<file path="config.mk">
export PLATFORM = sky130hd
export DESIGN_NAME = rx_thresh_fifo
export DESIGN_NICKNAME = d
export VERILOG_FILES = /design/src/rtl/rxf_pkg.sv /design/src/rtl/rxf_store.sv /design/src/rtl/rxf_level.sv /design/src/rtl/rxf_flags.sv /design/src/rtl/rx_thresh_fifo.sv
export SDC_FILE = /design/constraint.sdc
export NUM_CORES = 1
export LEC_CHECK = 0
export BUFFER_PORTS_ARGS = -buffer_cell sky130_fd_sc_hd__clkbuf_2
export CORE_AREA = 2 2 235 237
export DETAILED_ROUTE_END_ITERATION = 8
export DIE_AREA = 0 0 237 239
export GPL_ROUTABILITY_DRIVEN = 0
export PLACE_DENSITY = 0.58
export SYNTH_ARGS = -nofsm -noshare
export SYNTH_HDL_FRONTEND = slang
export SYNTH_SLANG_ARGS = --single-unit
</file>
<file path="constraint.sdc">
create_clock -name clk -period 4.6 [get_ports clk]
set_input_delay 0.23 -clock clk [delete_from_list [all_inputs] [get_ports clk]]
set_output_delay 0.23 -clock clk [all_outputs]
set_load 0.01 [all_outputs]
</file>
<file path="src/rtl/rxf_pkg.sv">
package rxf_pkg;
   // Effective threshold: zero is promoted to one.
   function automatic int unsigned rxf_eff_thr(input int unsigned t);
      return (t == 0) ? 1 : t;
   endfunction
endpackage

</file>
<file path="src/rtl/rxf_store.sv">
module rxf_store #(
   parameter int WIDTH = 8,
   parameter int DEPTH = 64,
   localparam int AW = $clog2(DEPTH)
) (
   input  logic             clk,
   input  logic             rst_n,
   input  logic             push,
   input  logic             pop,
   input  logic [WIDTH-1:0] din,
   output logic [WIDTH-1:0] dout
);
   logic [WIDTH-1:0] mem [DEPTH];
   logic [AW-1:0]    wptr_q, rptr_q;

   always_ff @(posedge clk) begin
      if (push) mem[wptr_q] <= din;
   end

   always_ff @(posedge clk) begin
      if (!rst_n) begin
         wptr_q <= '0;
         rptr_q <= '0;
      end else begin
         if (push) wptr_q <= wptr_q + AW'(1);
         if (pop)  rptr_q <= rptr_q + AW'(1);
      end
   end

   assign dout = mem[rptr_q];
endmodule

</file>
<file path="src/rtl/rxf_level.sv">
module rxf_level #(
   parameter int DEPTH = 64,
   localparam int CW = $clog2(DEPTH + 1)
) (
   input  logic          clk,
   input  logic          rst_n,
   input  logic          wr_i,
   input  logic          rd_i,
   output logic          push_o,
   output logic          pop_o,
   output logic [CW-1:0] count_o,
   output logic          ovr_o
);
   logic [CW-1:0] count_q;
   logic          ovr_q;
   logic          drop;

   assign pop_o  = rd_i && (count_q != '0);
   assign push_o = wr_i && ((count_q != CW'(DEPTH)) || pop_o);
   assign drop   = wr_i && !push_o;

   always_ff @(posedge clk) begin
      if (!rst_n) begin
         count_q <= '0;
         ovr_q   <= 1'b0;
      end else begin
         ovr_q <= drop;
         case ({push_o, pop_o})
            2'b10:   count_q <= count_q + CW'(1);
            2'b01:   count_q <= count_q - CW'(1);
            default: count_q <= count_q;
         endcase
      end
   end

   assign count_o = count_q;
   assign ovr_o   = ovr_q;

   assert_cnt_bound_R4: assert property (@(posedge clk) disable iff (!rst_n)
      count_q <= CW'(DEPTH));
   assert_ovr_when_full_R4: assert property (@(posedge clk) disable iff (!rst_n)
      (wr_i && !rd_i && count_q == CW'(DEPTH)) |=> (ovr_q && count_q == CW'(DEPTH)));
   assert_simul_hold_R8: assert property (@(posedge clk) disable iff (!rst_n)
      (wr_i && rd_i && count_q != '0) |=> $stable(count_q));
   assert_empty_read_R9: assert property (@(posedge clk) disable iff (!rst_n)
      (rd_i && !wr_i && count_q == '0) |=> (count_q == '0));
   assert_full_simul_R10: assert property (@(posedge clk) disable iff (!rst_n)
      (wr_i && rd_i && count_q == CW'(DEPTH)) |=> !ovr_q);
endmodule

</file>
<file path="src/rtl/rxf_flags.sv">
module rxf_flags
   import rxf_pkg::*;
#(
   parameter int DEPTH    = 64,
   parameter bit FLAG_REG = 1'b0,
   localparam int CW = $clog2(DEPTH + 1)
) (
   input  logic          clk,
   input  logic          rst_n,
   input  logic [CW-1:0] count_i,
   input  logic [CW-1:0] thr_i,
   input  logic          irq_en_i,
   output logic          ready_o,
   output logic          irq_o
);
   logic ready_raw;

   assign ready_raw = int'(count_i) >= int'(rxf_eff_thr(int'(thr_i)));

   generate
      if (FLAG_REG) begin : g_reg
         logic ready_q, irq_q;
         always_ff @(posedge clk) begin
            if (!rst_n) begin
               ready_q <= 1'b0;
               irq_q   <= 1'b0;
            end else begin
               ready_q <= ready_raw;
               irq_q   <= ready_raw && irq_en_i;
            end
         end
         assign ready_o = ready_q;
         assign irq_o   = irq_q;
      end else begin : g_comb
         assign ready_o = ready_raw;
         assign irq_o   = ready_raw && irq_en_i;
         assert_ready_nonempty_R6: assert property (@(posedge clk) disable iff (!rst_n)
            ready_o |-> (count_i != '0));
      end
   endgenerate
endmodule

</file>
<file path="src/rtl/rx_thresh_fifo.sv">
module rx_thresh_fifo #(
   parameter int WIDTH    = 8,
   parameter int DEPTH    = 64,
   parameter bit FLAG_REG = 1'b0,
   localparam int CW = $clog2(DEPTH + 1)
) (
   input  logic             clk,
   input  logic             rst_n,
   input  logic             wr_en,
   input  logic [WIDTH-1:0] wr_data,
   input  logic             rd_en,
   output logic [WIDTH-1:0] rd_data,
   input  logic [CW-1:0]    thr,
   input  logic             irq_en,
   output logic             ready,
   output logic             irq,
   output logic             overrun,
   output logic [CW-1:0]    level
);
   generate
      if (DEPTH < 2 || (DEPTH & (DEPTH - 1)) != 0) begin : g_bad_depth
         $error("rx_thresh_fifo: DEPTH must be a power of two of at least 2");
      end
      if (WIDTH < 1) begin : g_bad_width
         $error("rx_thresh_fifo: WIDTH must be at least 1");
      end
   endgenerate

   logic push, pop;

   rxf_level #(.DEPTH(DEPTH)) u_level (
      .clk(clk), .rst_n(rst_n), .wr_i(wr_en), .rd_i(rd_en),
      .push_o(push), .pop_o(pop), .count_o(level), .ovr_o(overrun)
   );

   rxf_store #(.WIDTH(WIDTH), .DEPTH(DEPTH)) u_store (
      .clk(clk), .rst_n(rst_n), .push(push), .pop(pop),
      .din(wr_data), .dout(rd_data)
   );

   rxf_flags #(.DEPTH(DEPTH), .FLAG_REG(FLAG_REG)) u_flags (
      .clk(clk), .rst_n(rst_n), .count_i(level), .thr_i(thr),
      .irq_en_i(irq_en), .ready_o(ready), .irq_o(irq)
   );

   assert_irq_needs_ready_R7: assert property (@(posedge clk) disable iff (!rst_n)
      irq |-> ready);
   assert_pop_nonempty_R9: assert property (@(posedge clk) disable iff (!rst_n)
      pop |-> (level != '0));
endmodule

</file>
==> impl_summary.txt <==
----------------------------------------------------
[Routing]
  Detailed-route vias per instance ... 5.58
  Average routed wire per standard cell ... 25.2 µm
  Remaining antenna violation count ... 0
  Routed WL ... 48200 µm
  Number of vias after detailed routing ... 10700
  Remaining routing DRC violations ... 0
  Number of DRC violations after detailed-routing iteration 0 ... 991
  Router iterations before antenna repair ... 7

[Run status]
  Outcome ... finished clean

[Power and ir drop]
  Part of the power in registers ... 47.5%
  Combinational cell fraction of total power ... 14.4%
  P per Cell Area ... 484 mW/mm²
  P_sw ... 2.90 mW
  Design internal power ... 8.82 mW
  Share of power burned in the clock network ... 38.2%
  Switching share of total power ... 24.8%
  Leakage power total ... 7.46 nW
  Worst ir drop on vdd ... 0.290 mV

[Global route]
  Global-route wire length before repair ... 71800 µm
  Grt total ovfl ... 0
  Number of antenna violations at the first check in global routing ... 0
  Maximum number of pins on one net before global-route repair ... 65
  Total GRT Usage ... 17.2%
  Number of global-route vias before repair ... 10600

[Final layout]
  Final net count ... 1200
  Share of post-route cells with drive strength above 1 ... 21.7%
  Final antenna diode count ... 0
  Utilization after layout ... 44.5%
  Synthesis-to-layout area growth ... 13.2%

[CTS]
  Deepest level of the CTS H-tree ... 2
  Clock-pin transition on the worst setup and hold timing paths ... 70 ps
  Clock tree from TritonCTS ... yes
  Worst-case clock buffer depth ... 3
  TritonCTS buffer count ... 55
  Number of gates given a new drive strength after cts ... 0
  Insertion delay to the later sink of the worst-skew pair ... 620 ps
  Post-CTS setup buffer count ... 0
  Clock sink count ... 538
  Clock tree root buffer cell ... clkbuf_16

[Timing]
  Clock Skew ... 32.4 ps
  Unrepaired setup endpoints after global routing ... false
  Ratio of final minimum period to clock period ... 82.8%
  Number of failing setup endpoints in the final timing report ... 0
  Slew at the pin closest to its max-slew limit ... 968 ps
  Relative slew slack ... 35.3%
  Max Clk Rate ... 263 MHz
  Sum of negative setup slack ... 0 ps
  Final period demand of the worst path ... 3810 ps
  Setup WS post-layout ... 791 ps
  Final hold violation count ... 0
  Number of pins exceeding their max-slew limit in the final report ... 0

[Synth]
  Fraction of the yosys area taken by sequential cells ... 74.4%
  Combinational family with the most area after synthesis ... multiplexers
  Fraction of the mapped netlist area in simple logic gates ... 4.06%
  Average footprint of a synthesized cell ... 19.4 µm²
  Post-Synth Adder-Cell Area ... 0.972%
  Count of unique library cells instantiated by Yosys ... 51
  Fraction of registers with async set or reset after synthesis ... 0%
  Synthesized net count ... 1137
  Most frequently used flop master after synthesis ... edfxtp_1
  Gate count after technology mapping ... 1101
  Warnings from Yosys ... 0
  Post-Synthesis Cell Area ... 0.0214 mm²
  Post-synthesis compound-gate area fraction ... 3.48%
  Yosys reg bits ... 538
  Portion of netlist area occupied by mux cells ... 14.9%
  Fraction of synthesized cell area in xor and xnor cells ... 0.574%
  Number of flops mapped to enable cells by yosys ... 512

[Floorplanning]
  Die Span Y ... 239 µm
  Number of top-level pins ... 38
  Horizontal die dimension ... 237 µm
  Std-Cell Rows ... 86
  Initial core utilization ... 39.3%
  Placeable core area ... 0.0543 mm²
  Die outline area ... 0.0566 mm²

[Critical path]
  Data required time at the worst endpoint ... 4370 ps
  Nature of the critical path endpoint ... primary output
  Largest driver fanout on the critical path ... 31
  Critical path startpoint category ... register
  Reg2reg setup slack ... 1250 ps
  Series of cell instances along the critical path ... buf_12 > mux4_1 > mux4_2 > o311ai_1 > a21oi_1 > clkbuf_2
  Crit-path max cell delay ... 710 ps
  Endpoint arrival time on the critical path ... 3580 ps
  CP max stage cell ... dfxtp_4
  Delay-heaviest family, CP ... multiplexers
  Bufs and invs on worst path ... 2
  Crit path kind ... reg -> out

[Place]
  Setup slack after placement ... 1230 ps
  Estimated wirelength of the detail-placed design ... 28900 µm
  Number of port buffers ... 37

[Run]
  Reported max-cap violation count ... 0

[Min path]
  Worst hold path class ... in -> reg

----------------------------------------------------
==> sequential cells by signal, indices dropped and copies added (netlist names), named ones only <==
signal	cells
u_level.count_o	7
u_level.ovr_o	1
u_store.mem	512
u_store.rptr_q	6
u_store.wptr_q	6
==> routing by layer <==
metal	track usage [%]	vias to the layer above	wire [µm]
li1	-	4622	-
met1	25.0	5665	21900
met2	27.0	315	22800
met3	2.53	67	2360
met4	5.50	0	1150
met5	0	-	0
==> cells in the mapped netlist (all sizes together), types with 2 or more instances <==
master   number  area, µm²
o211ai        3       22.5
mux4        112       2530
a21oi        20        100
xnor2        10       87.6
o32ai         4       35.0
dfxtp        26        521
mux2i        66        661
nand4         2       12.5
or2           2       12.5
a211oi        6       45.0
xor2          4       35.0
and3          3       18.8
nand3b        6       45.0
edfxtp      512      15400
or3b          2       17.5
nand2b        6       37.5
a221oi        6       52.6
inv          12       45.0
o22ai         6       37.5
nor4          4       31.3
o311ai        2       17.5
nand2        28        105
a31oi         2       12.5
o211a         4       40.0
nor2         75        282
o2111ai       4       35.0
o21ai        10       50.1
a31o          2       17.5
and2         17        106
nor2b        17        106
o21a          3       22.5
buf          36        211
clkbuf       24       90.1
a21o          4       30.0
ha           15        188
nand3        11       60.1
a22oi        28        210
==> cell families after synthesis <==
family | count (synthesis)
and+or+nand+nor | 177
DFF | 538
xor gates and xnor gates | 14
AOI/OAI and AO/OA | 106
buffers and inverters | 72
adders and majority gates | 16
muxes | 178
==> power groups by stage <==
| stage | sequential (mW) | clock [mW] | combinational (mW) |
|---|---|---|---|
| 6_report | 5.57 | 4.47 | 1.68 |
| 5_1_grt | 5.58 | 4.73 | 1.82 |
| 4_1_cts | 5.57 | 4.55 | 1.71 |
| 3_5_place_dp | 5.67 | 0 | 1.70 |
| 3_3_place_gp | 5.67 | 0 | 1.70 |
| 2_1_floorplan | 5.58 | 0 | 1.23 |
==> final cells by class <==
type	count	area, µm²
Inverter	12	45.0
Clock inverter	38	367
Fill cell	4598	30100
Multi-Input combinational cell	491	5140
Timing Repair Buffer	66	433
Sequential cell	538	15900
Clock buffer	63	1430
Tap cell	704	881
==> placed cells by master, fill, tap and decap left out, drive strengths merged, types with 6 or more instances in the layout <==
cell type,netlist,layout
clkinv,0,28
bufinv,0,7
nand2,28,28
nor2,75,75
a221oi,6,6
mux4,112,112
buf,36,27
a211oi,6,6
xnor2,10,10
nor2b,17,17
a21oi,20,20
nand3,11,11
dfxtp,26,26
a22oi,28,28
inv,12,15
nand2b,6,6
clkbuf,24,100
nand3b,6,6
o21ai,10,10
edfxtp,512,512
mux2i,66,66
ha,15,15
and2,17,17
o22ai,6,6
==> per-stage QoR <==
stage	instance area (µm²)	power [mW]	std cells	hold WS, ps
3_3_place_gp	22400	7.36	1809	451
6_report	24200	11.7	1912	164
2_1_floorplan	21400	6.81	1101	329
5_1_grt	24200	12.1	1912	206
3_5_place_dp	22400	7.37	1809	456
4_1_cts	24200	11.8	1912	147
==> final timing paths <==
check,startpoint,endpoint,cells after the start
worst max-delay path,register,rd_data[7],6
worst min-delay path,rst_n,u_store.wptr_q[5],2
worst max register to register,u_level.count_o[0],u_store.mem[9][3],6
worst min register to register,u_store.rptr_q[1],register,2
==> worst register-to-register path, cell delays in order, from the launching register on <==
cell and delay, ps:
dfxtp_1 470, nor2_1 120, a31oi_1 460, inv_1 200
nor2_1 270, nand3b_1 550, nor2_1 870
==> repair_timing <==
action | CTS | global route
hold buffers | 2 | 0
endpoints found under the hold margin | 1 | 0
setup endpoints to repair | 0 | 0
Note: power is estimated with default switching activity, not from simulation.
